### src/rtl/usbhs_rx_pkg.sv
package usbhs_rx_pkg;

    typedef enum logic [2:0] {
        ST_IDLE  = 3'd0,
        ST_SYNC  = 3'd1,
        ST_DATA  = 3'd2,
        ST_SKIP  = 3'd3,
        ST_EOP   = 3'd4,
        ST_ERR   = 3'd5,
        ST_ABORT = 3'd6
    } rx_state_e;

    localparam logic [1:0] OPM_NORMAL = 2'b00;

endpackage

### src/rtl/usbhs_rx_phase.sv
module usbhs_rx_phase #(
    parameter int BYTE_BITS = 8
) (
    input  logic clk,
    input  logic rst,
    input  logic bit_vld,
    output logic win_end
);
    localparam int PW = $clog2(BYTE_BITS);
    localparam logic [PW-1:0] LAST = PW'(BYTE_BITS - 1);

    logic [PW-1:0] cnt_d, cnt_q;

    always_comb begin
        win_end = bit_vld && (cnt_q == LAST);
        cnt_d   = cnt_q;
        if (bit_vld) begin
            cnt_d = win_end ? '0 : cnt_q + 1'b1;
        end
    end

    always_ff @(posedge clk) begin
        if (rst) cnt_q <= '0;
        else     cnt_q <= cnt_d;
    end
endmodule

### src/rtl/usbhs_rx_unstuff.sv
module usbhs_rx_unstuff #(
    parameter int RUN = 6
) (
    input  logic clk,
    input  logic rst,
    input  logic clr,
    input  logic en,
    input  logic bit_in,
    input  logic bypass,
    output logic keep,
    output logic stuffed,
    output logic viol
);
    localparam int OW = $clog2(RUN + 1);
    localparam logic [OW-1:0] RUN_V = OW'(RUN);

    logic [OW-1:0] ones_d, ones_q;
    logic          at_run;

    always_comb begin
        at_run  = (ones_q == RUN_V);
        keep    = en && (bypass || !at_run);
        stuffed = en && !bypass && at_run && !bit_in;
        viol    = en && !bypass && at_run && bit_in;
        ones_d  = ones_q;
        if (clr || bypass || stuffed) ones_d = '0;
        else if (keep)                ones_d = bit_in ? ones_q + 1'b1 : '0;
    end

    always_ff @(posedge clk) begin
        if (rst) ones_q <= '0;
        else     ones_q <= ones_d;
    end
endmodule

### src/rtl/usbhs_rx_shift.sv
module usbhs_rx_shift #(
    parameter int W = 8
) (
    input  logic         clk,
    input  logic         rst,
    input  logic         clr,
    input  logic         shift,
    input  logic         bit_in,
    output logic         done,
    output logic [W-1:0] byte_o
);
    localparam int CW = $clog2(W);
    localparam logic [CW-1:0] LAST = CW'(W - 1);

    logic [W-1:0]  sr_d, sr_q;
    logic [CW-1:0] cnt_d, cnt_q;

    always_comb begin
        byte_o = {bit_in, sr_q[W-1:1]};
        done   = shift && (cnt_q == LAST);
        sr_d   = sr_q;
        cnt_d  = cnt_q;
        if (clr) begin
            sr_d  = '0;
            cnt_d = '0;
        end else if (shift) begin
            sr_d  = byte_o;
            cnt_d = done ? '0 : cnt_q + 1'b1;
        end
    end

    always_ff @(posedge clk) begin
        if (rst) begin
            sr_q  <= '0;
            cnt_q <= '0;
        end else begin
            sr_q  <= sr_d;
            cnt_q <= cnt_d;
        end
    end
endmodule

### src/rtl/usbhs_rx_bytes.sv
module usbhs_rx_bytes
    import usbhs_rx_pkg::*;
#(
    parameter int DATA_W     = 8,
    parameter int SYNC_ZEROS = 8,
    parameter int STUFF_RUN  = 6
) (
    input  logic              clk,
    input  logic              rst,
    input  logic              bit_vld,
    input  logic              bit_in,
    input  logic              eop_in,
    input  logic [1:0]        opmode,
    output logic              rx_active,
    output logic              rx_valid,
    output logic              rx_error,
    output logic [DATA_W-1:0] rx_data
);
    localparam int ZW = $clog2(SYNC_ZEROS + 1);
    localparam logic [ZW-1:0] ZLAST = ZW'(SYNC_ZEROS - 1);

    typedef struct packed {
        rx_state_e         st;
        logic [ZW-1:0]     zc;
        logic              pend;
        logic [DATA_W-1:0] pbyte;
        logic              act;
        logic              vld;
        logic              err;
        logic [DATA_W-1:0] data;
    } rx_regs_t;

    rx_regs_t q, d;

    logic              win_end;
    logic              in_data;
    logic              us_en, us_keep, us_stuffed, us_viol;
    logic              sh_done;
    logic [DATA_W-1:0] sh_byte;

    assign in_data = (q.st == ST_DATA) || (q.st == ST_SKIP);
    assign us_en   = bit_vld && in_data && !eop_in;

    usbhs_rx_phase #(.BYTE_BITS(DATA_W)) i_phase (
        .clk     (clk),
        .rst     (rst),
        .bit_vld (bit_vld),
        .win_end (win_end)
    );

    usbhs_rx_unstuff #(.RUN(STUFF_RUN)) i_unstuff (
        .clk     (clk),
        .rst     (rst),
        .clr     (!in_data),
        .en      (us_en),
        .bit_in  (bit_in),
        .bypass  (opmode != OPM_NORMAL),
        .keep    (us_keep),
        .stuffed (us_stuffed),
        .viol    (us_viol)
    );

    usbhs_rx_shift #(.W(DATA_W)) i_shift (
        .clk    (clk),
        .rst    (rst),
        .clr    (!in_data),
        .shift  (us_keep),
        .bit_in (bit_in),
        .done   (sh_done),
        .byte_o (sh_byte)
    );

    always_comb begin
        d = q;
        // bit-level progress
        if (bit_vld) begin
            unique case (q.st)
                ST_IDLE: begin
                    if (bit_in)               d.zc = '0;
                    else if (q.zc == ZLAST) begin
                        d.zc = '0;
                        d.st = ST_SYNC;
                    end else                  d.zc = q.zc + 1'b1;
                end
                ST_SYNC: begin
                    if (eop_in)      d.st = ST_EOP;
                    else if (bit_in) d.st = ST_SKIP;
                end
                ST_DATA, ST_SKIP: begin
                    if (eop_in) d.st = ST_EOP;
                    else if (us_viol) begin
                        d.st   = ST_ERR;
                        d.pend = 1'b0;
                    end else if (sh_done) begin
                        d.pend  = 1'b1;
                        d.pbyte = sh_byte;
                    end
                end
                default: ;
            endcase
        end
        // byte-time boundary: update the interface
        if (win_end) begin
            d.err = 1'b0;
            unique case (d.st)
                ST_IDLE: begin
                    d.act = 1'b0;
                    d.vld = 1'b0;
                end
                ST_SYNC: begin
                    d.act = 1'b1;
                    d.vld = 1'b0;
                end
                ST_DATA, ST_SKIP, ST_EOP: begin
                    d.act = d.pend || (d.st != ST_EOP);
                    d.vld = d.pend;
                    if (d.pend) begin
                        d.data = d.pbyte;
                        d.pend = 1'b0;
                        if (d.st != ST_EOP) d.st = ST_DATA;
                    end else begin
                        d.st = (d.st == ST_EOP) ? ST_IDLE : ST_SKIP;
                    end
                end
                ST_ERR: begin
                    d.act = 1'b1;
                    d.vld = 1'b0;
                    d.err = 1'b1;
                    d.st  = ST_ABORT;
                end
                default: begin
                    d.act = 1'b0;
                    d.vld = 1'b0;
                    d.st  = ST_IDLE;
                end
            endcase
        end
    end

    always_ff @(posedge clk) begin
        if (rst) begin
            q    <= '0;
            q.st <= ST_IDLE;
        end else begin
            q <= d;
        end
    end

    assign rx_active = q.act;
    assign rx_valid  = q.vld;
    assign rx_error  = q.err;
    assign rx_data   = q.data;

endmodule

### config.mk
export PLATFORM = sky130hd
export DESIGN_NAME = usbhs_rx_bytes
export DESIGN_NICKNAME = d
export VERILOG_FILES = /design/src/rtl/usbhs_rx_pkg.sv /design/src/rtl/usbhs_rx_phase.sv /design/src/rtl/usbhs_rx_unstuff.sv /design/src/rtl/usbhs_rx_shift.sv /design/src/rtl/usbhs_rx_bytes.sv
export SDC_FILE = /design/constraint.sdc
export NUM_CORES = 1
export LEC_CHECK = 0
export BUFFER_PORTS_ARGS = -buffer_cell sky130_fd_sc_hd__clkbuf_2
export CORE_MARGIN = 3
export CORE_UTILIZATION = 25
export DETAILED_ROUTE_END_ITERATION = 6
export PLACE_DENSITY_LB_ADDON = 0.2
export SLEW_MARGIN = 20
export SYNTH_ARGS = -nofsm -noshare
export SYNTH_HDL_FRONTEND = slang
export SYNTH_HIERARCHICAL = 1
export SYNTH_SLANG_ARGS = --single-unit
### constraint.sdc
create_clock -name clk -period 4.4 [get_ports clk]
set_input_delay 0.66 -clock clk [delete_from_list [all_inputs] [get_ports clk]]
set_output_delay 0.66 -clock clk [all_outputs]
set_load 0.02 [all_outputs]
Word-level counts from Yosys, hierarchy flattened

Index checks and enable logic that the tools add are counted.

Register bits after elaboration: 44
Word-level logic and storage cells: 88
Output and inout bits: 11
Bits of input ports: 7

Equal/unequal tests: 13
Mux-type cells: 28
Add/subtract/negate cells: 4
Bitwise operators: 1
Reductions and logical operators: 30

Operators by type and width:

| operator                                      | count |
|---|---|
| 2-to-1 mux 3 bit                              | 12 |
| 2-to-1 mux 9 bit                              | 3 |
| one-hot mux 3 bit (3 select lines)            | 2 |
| 2-to-1 mux 16 bit                             | 1 |
| == test 3 bit, second input constant          | 5 |
| == test 3 x 2 -> 1 bit, second input constant | 4 |
| 2-to-1 mux 4 bit                              | 3 |
| OR reduction 2 bit                            | 5 |
| adder 3 x 1 -> 3 bit, second input constant   | 3 |
| logical AND 1 bit                             | 9 |
| 2-to-1 mux 8 bit                              | 1 |
| == test 3 x 1 -> 1 bit, second input constant | 2 |
| logical NOT 3 bit                             | 2 |
| logical NOT 1 bit                             | 5 |
| logical OR 1 bit                              | 5 |
| adder 4 x 1 -> 4 bit, second input constant   | 1 |
| == test 4 x 3 -> 1 bit, second input constant | 1 |
| 2-to-1 mux 1 bit                              | 4 |
| one-hot mux 2 bit (2 select lines)            | 1 |
| != test 3 bit, second input constant          | 1 |
| AND reduction 3 bit                           | 1 |
| OR reduction 3 bit                            | 1 |
| 2-to-1 mux 2 bit                              | 1 |
| AND reduction 2 bit                           | 1 |
| other kinds (2)                               | 2 |

Logic depth before layout (Yosys ltp)

Gate-level depths: netlist (run 1).

Depth in word-level cells: 16
Gate-level depth with buffers: 11
Depth with buffers taken out: 10

Hierarchy

The synthesis (run 1) kept the hierarchy.

Modules (own cells, without submodules):

| module           | sequential area each (um^2) | times used | area an instance (um^2) | cells an instance |
|---|---|---|---|---|
| usbhs_rx_bytes   | 540.5                       | 1          | 1290.0                  | 138 |
| usbhs_rx_shift   | 200.2                       | 1          | 411.6                   | 40 |
| usbhs_rx_unstuff | 60.1                        | 1          | 205.2                   | 24 |
| usbhs_rx_phase   | 60.1                        | 1          | 147.6                   | 14 |

Least setup slack after synthesis (run 1)

No wires, ideal clock.

Path kind: input to register
From: input port opmode[1]
To: register q, in the netlist rx_data[0]
Setup slack: 1.610 ns
Stages: 9
Data required time: 4.279 ns
Buffers on the path: 0
Arrival time: 2.669 ns
Cells stage by stage: or2_2 -> nand3b_1 -> nor2_1 -> a21oi_1 -> a21oi_1 -> a21oi_1 -> o21bai_2 -> nand3_4 -> mux2_2

Cells in the longest elaborated chain, start to end: 12
Elaborated cells between the ends (all ways): 22

Ends and longest elaborated chain:

| element                                                 | RTL line               | text |
|---|---|---|
| start: declaration                                      | usbhs_rx_bytes.sv:13   | `input logic [1:0] opmode,` |
| nonzero test 2 bit *                                    | usbhs_rx_bytes.sv:57   | `.bypass (opmode != OPM_NORMAL),` |
| logical NOT 1 bit *                                     | usbhs_rx_unstuff.sv:24 | `viol = en && !bypass && at_run && bit_in;` |
| logical AND 1 bit * (3 in a row)                        | usbhs_rx_unstuff.sv:24 |  |
| named net us_viol                                       | usbhs_rx_bytes.sv:37   | `logic us_en, us_keep, us_stuffed, us_viol;` |
| 2-to-1 mux 3 bit                                        | usbhs_rx_bytes.sv:91   | `else if (us_viol) begin` |
| 2-to-1 mux 3 bit                                        | usbhs_rx_bytes.sv:90   | `if (eop_in) d.st = ST_EOP;` |
| one-hot mux 3 bit (3 select lines)                      | usbhs_rx_bytes.sv:77   | `unique case (q.st)` |
| 2-to-1 mux 16 bit *                                     | usbhs_rx_bytes.sv:76   | `if (bit_vld) begin` |
| == test 3 bit or == test 3 x 2 -> 1 bit (tied branches) | usbhs_rx_bytes.sv:105  | `unique case (d.st)` |
| OR reduction 3 bit                                      | usbhs_rx_bytes.sv:105  |  |
| AND reduction 3 bit (no line)                           | n/a                    |  |
| end: declaration                                        | usbhs_rx_bytes.sv:33   | `rx_regs_t q, d;` |

The timed path passes the listed nets; every way through them passes the cells marked *.
A chain may end at the register's enable or synchronous reset.

Worst setup path in the final report (run 1)

From: input port bit_vld
To: register q, in the netlist rx_data[3]

Elaborated cells between the ends (all ways): 22

RTL lines:

| element                          | RTL line               | text |
|---|---|---|
| start: declaration               | usbhs_rx_bytes.sv:10   | `input logic bit_vld,` |
| logical AND 1 bit * (2 in a row) | usbhs_rx_bytes.sv:42   | `assign us_en = bit_vld && in_data && !eop_in;` |
| named net us_en                  | usbhs_rx_bytes.sv:37   |  |
| logical AND 1 bit *              | usbhs_rx_unstuff.sv:22 | `keep = en && (bypass \|\| !at_run);` |
| named net us_keep                | usbhs_rx_bytes.sv:37   |  |
| logical AND 1 bit *              | usbhs_rx_shift.sv:20   | `done = shift && (cnt_q == LAST);` |
| named net sh_done                | usbhs_rx_bytes.sv:38   | `logic sh_done;` |
| 2-to-1 mux 9 bit *               | usbhs_rx_bytes.sv:94   | `end else if (sh_done) begin` |
| 2-to-1 mux 1 bit                 | usbhs_rx_bytes.sv:91   |  |
| 2-to-1 mux 9 bit *               | usbhs_rx_bytes.sv:90   |  |
| 2-to-1 mux 9 bit *               | usbhs_rx_bytes.sv:77   |  |
| 2-to-1 mux 16 bit *              | usbhs_rx_bytes.sv:76   |  |
| AND reduction 3 bit (no line)    | n/a                    |  |

Marks and branches as above.

==> run metrics, run 1 <==
status=finished clean; Max-Cap Viols=0; CP Capture Type=flip-flop; DRC viols=0; total gr overflow=0; CTS tree=yes; GPL Wtd Cong=0.727; cts bufs inserted=5; slew margin rel.=0.545; chip height=96.5 um; largest net degree at the start of global routing=34; Mapped Area=0.00205 sq mm; vias in the first global route=1323; first-pass GRT wire length=6220 um; Post-Syn Instances=215; worst min path class=reg -> reg; die area=0.00931 sq mm; Max clock buf depth=2; Core Region=0.00785 sq mm; Max IR drop VDD=0.130 mV; Via density=4.43; setup TNS=0 ns; Final Slew Violations=0; final setup fails=0; DR WL/cell=11.2 um; critical path fanouts, max=14; number of antenna violations at the first check in global routing=0; Layout Utilization=0.290; fraction of layout cells with a size suffix above 1=0.183; Antenna Cells=0; Setup CP Type=in -> reg; I/O pins=18; Post-Layout Cell Count=326; Max Freq=0.334 GHz; CTS resizes=0; most common cell after layout, fill and taps aside=dfxtp_1; dpl cells=318; Initial Util=0.261; vias=1444; min Tclk post-route=2.99 ns; commonest non-fill, non-tap cells in the layout=dfxtp_1 (43), nor2_1 (27), a21oi_1 (17), clkbuf_2 (17), mux2i_1 (16); hold buffer count at cts=0; Final Hold Vio Count=0; clk sinks=43; die width=96.5 um; Area Growth Syn to Fin=11.1%; Critical Path RT=4.59 ns; PD cells=328 mW/mm^2; fillers=860; Critical Path Source Type=primary input; initial DRC count=48; Tcrit/Tclk final=0.680; DP HPWL=2540 um; Worst Max-Slew Pin Slew=0.682 ns; CTS H-tree lvls=2; number of synthesis warnings=6; WL final=3650 um; syn_nets=229; post-CTS setup buffer count=0; Worst-Skew Late Latency=0.29 ns; DR pass1 iterations=4; all-layer global routing usage=0.0853; mean post-synth cell area=9.52 sq um; Root Driver=clkbuf_8; DRT antenna net count=0; Layout Nets=237; RSZ-0062 raised after global routing=false; Leakage=0.887 nW; PortBufs=17; Worst Clk Skew=0.00405 ns; Reg clk slew, reported paths=0.09 ns; Worst EP arrival=3.18 ns; Placement Rows=32
-- metal layers --
metal	track usage	routed length, um
met2	0.128	1610
met4	0.0315	62
met5	0	0
met1	0.116	1840
met3	0.0240	132
-- flip-flops by register name, indices dropped and copies added, names as in the netlist --
register	flops
rx_active	1
rx_error	1
i_unstuff/ones_q	3
rx_data	8
q	16
i_shift/sr_q	7
i_phase/cnt_q	3
i_shift/cnt_q	3
rx_valid	1
-- critical path, stage by stage --
cell      delay, ns
clkbuf_2       0.18
and4bb_2       0.37
and2_1         0.53
and2_1         0.24
nand4_1        0.50
mux2i_1        0.34
nor2_1         0.07
mux2_2         0.28
-- worst paths after layout --
kind | start | to | slack, ns | cells past startpoint
max | bit_vld | rx_data[3] | 1.41 | 8
max reg2reg | q[25] | rx_data[3] | 1.47 | 7
min reg2reg | rx_error | rx_error | 0.47 | 2
min | rx_error | rx_error | 0.47 | 2
-- power by group --
group | total (mW) | internal [mW] | switching, mW
Sequential | 0.393 | 0.391 | 0.00183
Clock | 0.331 | 0.187 | 0.144
Combinational | 0.0222 | 0.00781 | 0.0144
-- per-stage QoR --
stage          hold slack [ns]  total power, mW  cell area (sq um)  setup WS (ns)
4_1_cts                  0.476            0.759               2270           1.37
2_1_floorplan            0.443            0.415               2050           1.63
5_1_grt                  0.507            0.777               2270           1.15
3_3_place_gp             0.460            0.425               2150           1.11
6_report                 0.472            0.746               2270           1.41
3_5_place_dp             0.461            0.425               2150           1.05
-- final cells by class --
class | count | area, sq um | area share
multi-input cells | 153 | 1070 | 0.469
flip-flops and latches | 43 | 861 | 0.379
well taps | 102 | 128 | 0.0561
repair buffers | 17 | 85.1 | 0.0374
clock buffers | 6 | 82.6 | 0.0363
clock inverters | 2 | 38.8 | 0.0171
inverters | 3 | 11.3 | 0.00495
(Power assumes the default switching activity.)
==> run 2: changes to the inputs <==
==> constraint.sdc (replaced) <==
create_clock -name clk -period 2.5 [get_ports clk]
set_input_delay 0.375 -clock clk [delete_from_list [all_inputs] [get_ports clk]]
set_output_delay 0.375 -clock clk [all_outputs]
set_load 0.02 [all_outputs]
==> run metrics, run 2 (synthesis gave the netlist of run 1 again) <==
most common cell after layout, fill and taps aside=dfxtp_1; Via density=4.39 (-0.86%); worst min path class=reg -> reg; fraction of layout cells with a size suffix above 1=0.231 (+0.0481); critical path fanouts, max=9 (-5); Max-Cap Viols=0 (unchanged); all-layer global routing usage=0.0915 (+0.00616); RSZ-0062 raised after global routing=false; largest net degree at the start of global routing=34 (unchanged); reg2reg start=i_unstuff/ones_q[0]; WL final=3850 um (+5.6%); fillers=856 (-0.47%); reg2reg end=rx_data[2]; DR pass1 iterations=4 (unchanged); Max IR drop VDD=0.221 mV (+70%); DRT antenna net count=0 (unchanged); min Tclk post-route=2.32 ns; vias in the first global route=1409 (+6.5%); DP HPWL=2660 um (+4.9%); commonest non-fill, non-tap cells in the layout=dfxtp_1 (43), nor2_1 (27), a21oi_1 (17), clkbuf_2 (17), mux2i_1 (16); GPL Wtd Cong=0.742 (+2.0%); pre-CTS WS=-0.118 ns (-1.17 ns); hold_ws=0.474 ns (+0.00240 ns); setup TNS=0 ns (unchanged); Layout Nets=251 (+5.9%); Worst EP arrival=2.51 ns (-0.67 ns); Levels on crit path=10 (+2); Top delay family on crit path=compound AO/OA/AOI/OAI gates; die area=0.00931 sq mm (unchanged); CTS tree=yes; Final Slew Violations=0 (unchanged); Worst R2R Setup Slack=0.18 ns (-1.29 ns); Core Region=0.00785 sq mm (unchanged); CP Capture Type=flip-flop; Area Growth Syn to Fin=16.6%; CP Launch Point=i_unstuff/ones_q[0]; DRC viols=0 (unchanged); Antenna Cells=0 (unchanged); hold buffer count at cts=0 (unchanged); number of antenna violations at the first check in global routing=0 (unchanged); Final Hold Vio Count=0 (unchanged); worst path bufs/invs=2 (+1); Tcrit/Tclk final=0.927; Largest register FFs=16 (unchanged); worst r2r path cells=10 (+3); register area=861 sq um (unchanged); status=finished clean; Root Driver=clkbuf_8; Max clock buf depth=2 (unchanged); Multi-input gate area=0.00107 sq mm (unchanged); PD cells=547 mW/mm^2 (+67%); first-pass GRT wire length=6620 um (+6.6%); Worst-Skew Late Latency=0.30 ns (about the same); Setup CP Type=reg -> reg; Critical Path RT=2.70 ns (-1.89 ns); final setup fails=0 (unchanged); Max stage delay cell, worst path=dfxtp_1; clk sinks=43 (unchanged); design area=0.00239 sq mm (+5.0%); CP max stage delay=0.36 ns (-0.17 ns); Critical Path Source Type=flip-flop; slew margin rel.=0.526 (-0.0189); post-CTS setup buffer count=0 (unchanged); initial DRC count=57 (+19%); Worst Max-Slew Pin Slew=0.710 ns (+0.0284 ns); Max Freq=0.432 GHz; vias=1493 (+3.4%); CP Capture Point=rx_data[2]; Placement Rows=32 (unchanged); crit path cell chain=inv_1 -> ha_1 -> nand3b_1 -> nor2_1 -> buf_4 -> a31oi_1 -> o32ai_4 -> o21bai_2 -> nand3_4 -> mux2_2; chip height=96.5 um (unchanged); cts bufs inserted=5 (unchanged); die width=96.5 um (unchanged); I/O pins=18 (unchanged); Initial Util=0.261 (unchanged); DR WL/cell=11.3 um (+1.2%); Leakage=0.960 nW (+8.3%); CTS H-tree lvls=2 (unchanged); dpl cell area=0.00227 sq mm (+5.5%); PortBufs=17 (unchanged); Largest Register=q; PnR worst setup slack=0.183 ns (-1.23 ns); Reg clk slew, reported paths=0.09 ns (about the same); total gr overflow=0 (unchanged); Worst Clk Skew=0.00532 ns (+0.00127 ns)
[run 2: cell count changes in the layout (fill, tap and decap cells not counted)]
cell	delta
o21ai_1	+1
clkinv_4	+1
o21ai_0	-1
clkbuf_8	-1
buf_12	+1
buf_4	+13
[run 2: how the worst min path moves through the flow]
stage	startpoint	end	slack [ns]	depth (start not counted)
3_3_place_gp	i_shift/cnt_q[2]	i_shift/cnt_q[2]	0.46	2
5_1_grt	rx_error	rx_error	0.49	2
3_5_place_dp	i_shift/cnt_q[1]	i_shift/cnt_q[1]	0.46	2
2_1_floorplan	rst	i_phase/cnt_q[0]	0.44	1
4_1_cts	i_shift/cnt_q[1]	i_shift/cnt_q[1]	0.48	2
6_report	rx_error	rx_error	0.47	2
[run 2: repair_timing]
item                                   in CTS  in global routing
endpoints found under the hold margin       0                  0
gates resized for setup                     0                  1
setup endpoints to repair                   0                  8
[run 2: area by class of cell]
| cell class | count | share of cell area |
|---|---|---|
| flip-flops and latches | 43 | 0.361 |
| well taps | 102 | 0.0535 |
| multi-input cells | 153 | 0.447 |
| clock buffers | 5 | 0.0288 |
| inverters | 3 | 0.00472 |
| clock inverters | 3 | 0.0199 |
| repair buffers | 31 | 0.0849 |
[run 2: power breakdown]
part	switching [mW]	internal, mW	leakage (nW)
sequential	0.00315	0.688	0.347
clock	0.264	0.303	0.0587
combinational	0.0270	0.0187	0.555
total	0.294	1.01	0.960
[run 2: worst reg2reg max path: stages, from the launching register on]
cell and delay (ns):
dfxtp_1 0.36, inv_1 0.07, ha_1 0.20, nand3b_1 0.18
nor2_1 0.11, buf_4 0.15, a31oi_1 0.26, o32ai_4 0.15
o21bai_2 0.22, nand3_4 0.18, mux2_2 0.33
[run 2: through the flow]
step | std cells | util | power, mW
2_1_floorplan | 215 | - | 0.731
3_3_place_gp | 332 | 0.289 | 0.754
3_5_place_dp | 332 | 0.289 | 0.754
4_1_cts | 340 | 0.304 | 1.33
5_1_grt | 340 | 0.304 | 1.37
6_report | 340 | 0.304 | 1.30
[run 2: layer usage]
layer,part of all wire,vias up,global-route usage,routed length (um)
li1,-,783,-,-
met1,0.51,688,0.115,1980
met2,0.44,15,0.147,1700
met3,0.024,7,0.0232,94
met4,0.020,0,0.0421,78
met5,0,-,0,0
==> run 3: changes to the inputs <==
--- a/config.mk
+++ b/config.mk
@@ -13,5 +13,4 @@
 export SLEW_MARGIN = 20
 export SYNTH_ARGS = -nofsm -noshare
 export SYNTH_HDL_FRONTEND = slang
-export SYNTH_HIERARCHICAL = 1
 export SYNTH_SLANG_ARGS = --single-unit
==> run metrics, run 3 <==
switching pwr=284 uW (-3.7%); first-pass GRT wire length=7420 um (+12%); Core Region=0.00789 sq mm (+0.51%); Placement Rows=32 (unchanged); Critical Path RT=2.68 ns (-0.02 ns); Leakage=0.918 nW (-4.4%); most common cell after layout, fill and taps aside=dfxtp_1; dominant synthesized flop cell=dfxtp_1; final setup fails=0 (unchanged); PortBufs=17 (unchanged); Final Hold Vio Count=0 (unchanged); GPL Wtd Cong=0.761 (+2.5%); DRT antenna net count=0 (unchanged); Clk pwr share=0.382 (-0.053); vias in the first global route=1486 (+5.5%); fraction of layout cells with a size suffix above 1=0.206 (-0.0253); Layout Nets=256 (+2.0%); Post-Layout Cell Count=345 (+1.5%); Post-Syn Instances=228 (+6.0%); Post-synth EDFFs=0; top cells by count, synth=dfxtp_1 (43), nand2_1 (27), a21oi_1 (26), nor2_1 (24), mux2i_1 (11); sw frac=0.239 (+0.0134); I/O pins=18 (unchanged); DR WL/cell=12.3 um (+8.8%); number of synthesis warnings=0 (-6); die width=97.0 um (+0.52%); post-CTS setup buffer count=0 (unchanged); Largest Register=q; register area share after synthesis=0.416; Worst Clk Skew=0.00870 ns (+0.00337 ns); CP Capture Type=flip-flop; Internal=902 uW (-11%); Final Power=1.19 mW (-9.1%); Worst EP arrival=2.49 ns (-0.02 ns); Worst Max-Slew Pin Slew=0.509 ns (-0.201 ns); Mapped Area=0.00207 sq mm (+1.1%); Sequential Power Share=0.582 (+0.052); Antenna Cells=0 (unchanged); Largest register FFs=16 (unchanged); number of antenna violations at the first check in global routing=0 (unchanged); all-layer global routing usage=0.0948 (+0.00325); reg2reg start=i_unstuff.ones_q[0]; Worst R2R Setup Slack=0.19 ns (about the same); Critical Path Source Type=flip-flop; PD cells=511 mW/mm^2 (-6.6%); DP HPWL=3000 um (+13%); DR pass1 iterations=4 (unchanged); RSZ-0062 raised after global routing=false; worst r2r path cells=8 (-2); HP Start=opmode[1]; Cell variety after synth=43; Worst-Skew Late Latency=0.29 ns (about the same); Hold EP=i_unstuff.ones_q[0]; dpl cells=337 (+1.5%); combinational share of power=0.036 (about the same); CTS tree=yes; critical path fanouts, max=9 (unchanged); DRC viols=0 (unchanged); Reg clk slew, reported paths=0.09 ns (about the same); reg2reg end=rx_data[5]; Root Driver=clkbuf_8; Area Growth Syn to Fin=12.2%; total gr overflow=0 (unchanged); slew margin rel.=0.660 (+0.133); Via density=4.51 (+2.8%); most frequent cell after synthesis=dfxtp_1; async set-reset flop share out of synthesis=0; hold_ws=0.446 ns (-0.0276 ns); Yosys top cell by area=dfxtp_1; Max clock buf depth=2 (unchanged); syn_nets=242 (+5.7%); setup TNS=0 ns (unchanged); fillers=838 (-2.1%); chip height=97.0 um (+0.52%); mean post-synth cell area=9.08 sq um (-4.7%); worst min path class=in -> reg; min Tclk post-route=2.31 ns (-0.00349 ns); Setup CP Type=reg -> reg; commonest non-fill, non-tap cells in the layout=dfxtp_1 (43), nand2_1 (27), a21oi_1 (26), nor2_1 (24), clkbuf_2 (17); Max IR drop VDD=0.323 mV (+46%); cts bufs inserted=5 (unchanged); worst hold path depth=3 (+1); vias=1557 (+4.3%); largest net degree at the start of global routing=32 (-5.9%); CTS H-tree lvls=2 (unchanged); Max Freq=0.432 GHz (+0.15%); status=finished clean; Final Slew Violations=0 (unchanged); clk sinks=43 (unchanged); die area=0.00941 sq mm (+1.0%); Area contributors post-synth=dfxtp_1 (42%), a21oi_1 (6.3%), mux2_4 (5.8%), mux2i_1 (5.3%), nand2_1 (4.9%); Tcrit/Tclk final=0.925 (-0.00140); WL final=4250 um (+10%); Max-Cap Viols=0 (unchanged); synthesized flop and latch total=43; top cell type's share of synthesized area=0.416; Initial Util=0.262 (+0.00153); initial DRC count=53 (-7.0%)
## run 3: worst max-delay path, cell delays in order, from the launching register on
cell and delay, ns:
dfxtp_1 0.39, inv_1 0.06, ha_1 0.20, and4bb_2 0.26
a31oi_1 0.17, o32a_2 0.22, nand3_2 0.08, a211o_2 0.49
mux2_4 0.33
## run 3: worst max path at each step
stage,from,endpoint,slack [ns],depth (start not counted)
3_3_place_gp,bit_vld,rx_data[1],0.13,7
5_1_grt,i_unstuff.ones_q[0],rx_data[5],0.08,8
3_5_place_dp,i_unstuff.ones_q[0],rx_data[0],0.12,8
2_1_floorplan,i_unstuff.ones_q[0],rx_data[0],0.41,9
6_report,i_unstuff.ones_q[0],rx_data[5],0.19,8
4_1_cts,i_unstuff.ones_q[0],rx_data[5],0.1,8
## run 3: per-layer routing
metal  part of all wire  GRT usage  up-vias  routed length (um)
li1                   -          -      820                   -
met1               0.52      0.135      717                2190
met2               0.45      0.143       18                1890
met3              0.031     0.0224        2                 133
met4             0.0071     0.0248        0                  30
met5                  0          0        -                   0
## run 3: through the flow
step                      area [sq um]  setup WS [ns]   util
after floorplan                   2070          0.407      -
after global placement            2230          0.131  0.282
after detailed placement          2230          0.122  0.282
after CTS                         2320         0.0978  0.294
after global routing              2320         0.0786  0.294
final                             2320          0.186  0.294
## run 3: repair_timing
action                                  4_1_cts  5_1_grt
resized for setup                             0        1
hold buffers                                  0        0
endpoints found under the hold margin         0        0
endpoints found under the setup margin        0        6
## run 3: cells by family (layout without fill, tap and decap cells)
logic type,after synthesis,after routing,share of synthesized area
AO/OA/AOI/OAI,49,49,0.145
multiplexers,19,19,0.111
buffers and inverters,24,39,0.0665
adder cells (fa/ha/maj),7,7,0.0423
flip-flops,43,43,0.416
AND/OR/NAND/NOR,86,86,0.219
## run 3: power groups by stage
stage | clock (mW) | combinational, mW | sequential [mW]
2_1_floorplan | 0 | 0.0278 | 0.706
3_3_place_gp | 0 | 0.0443 | 0.707
3_5_place_dp | 0 | 0.0438 | 0.707
4_1_cts | 0.472 | 0.0440 | 0.691
5_1_grt | 0.506 | 0.0485 | 0.691
6_report | 0.453 | 0.0429 | 0.691
## run 3: cell type report
type | count | area (sq um) | share of cell area
Inverter | 6 | 22.5 | 0.00970
Timing Repair Buffer | 25 | 145 | 0.0625
Clock inverter | 3 | 25.0 | 0.0108
Multi-Input combinational cell | 161 | 1070 | 0.462
Sequential cell | 43 | 861 | 0.371
Tap cell | 102 | 128 | 0.0550
Clock buffer | 5 | 68.8 | 0.0296
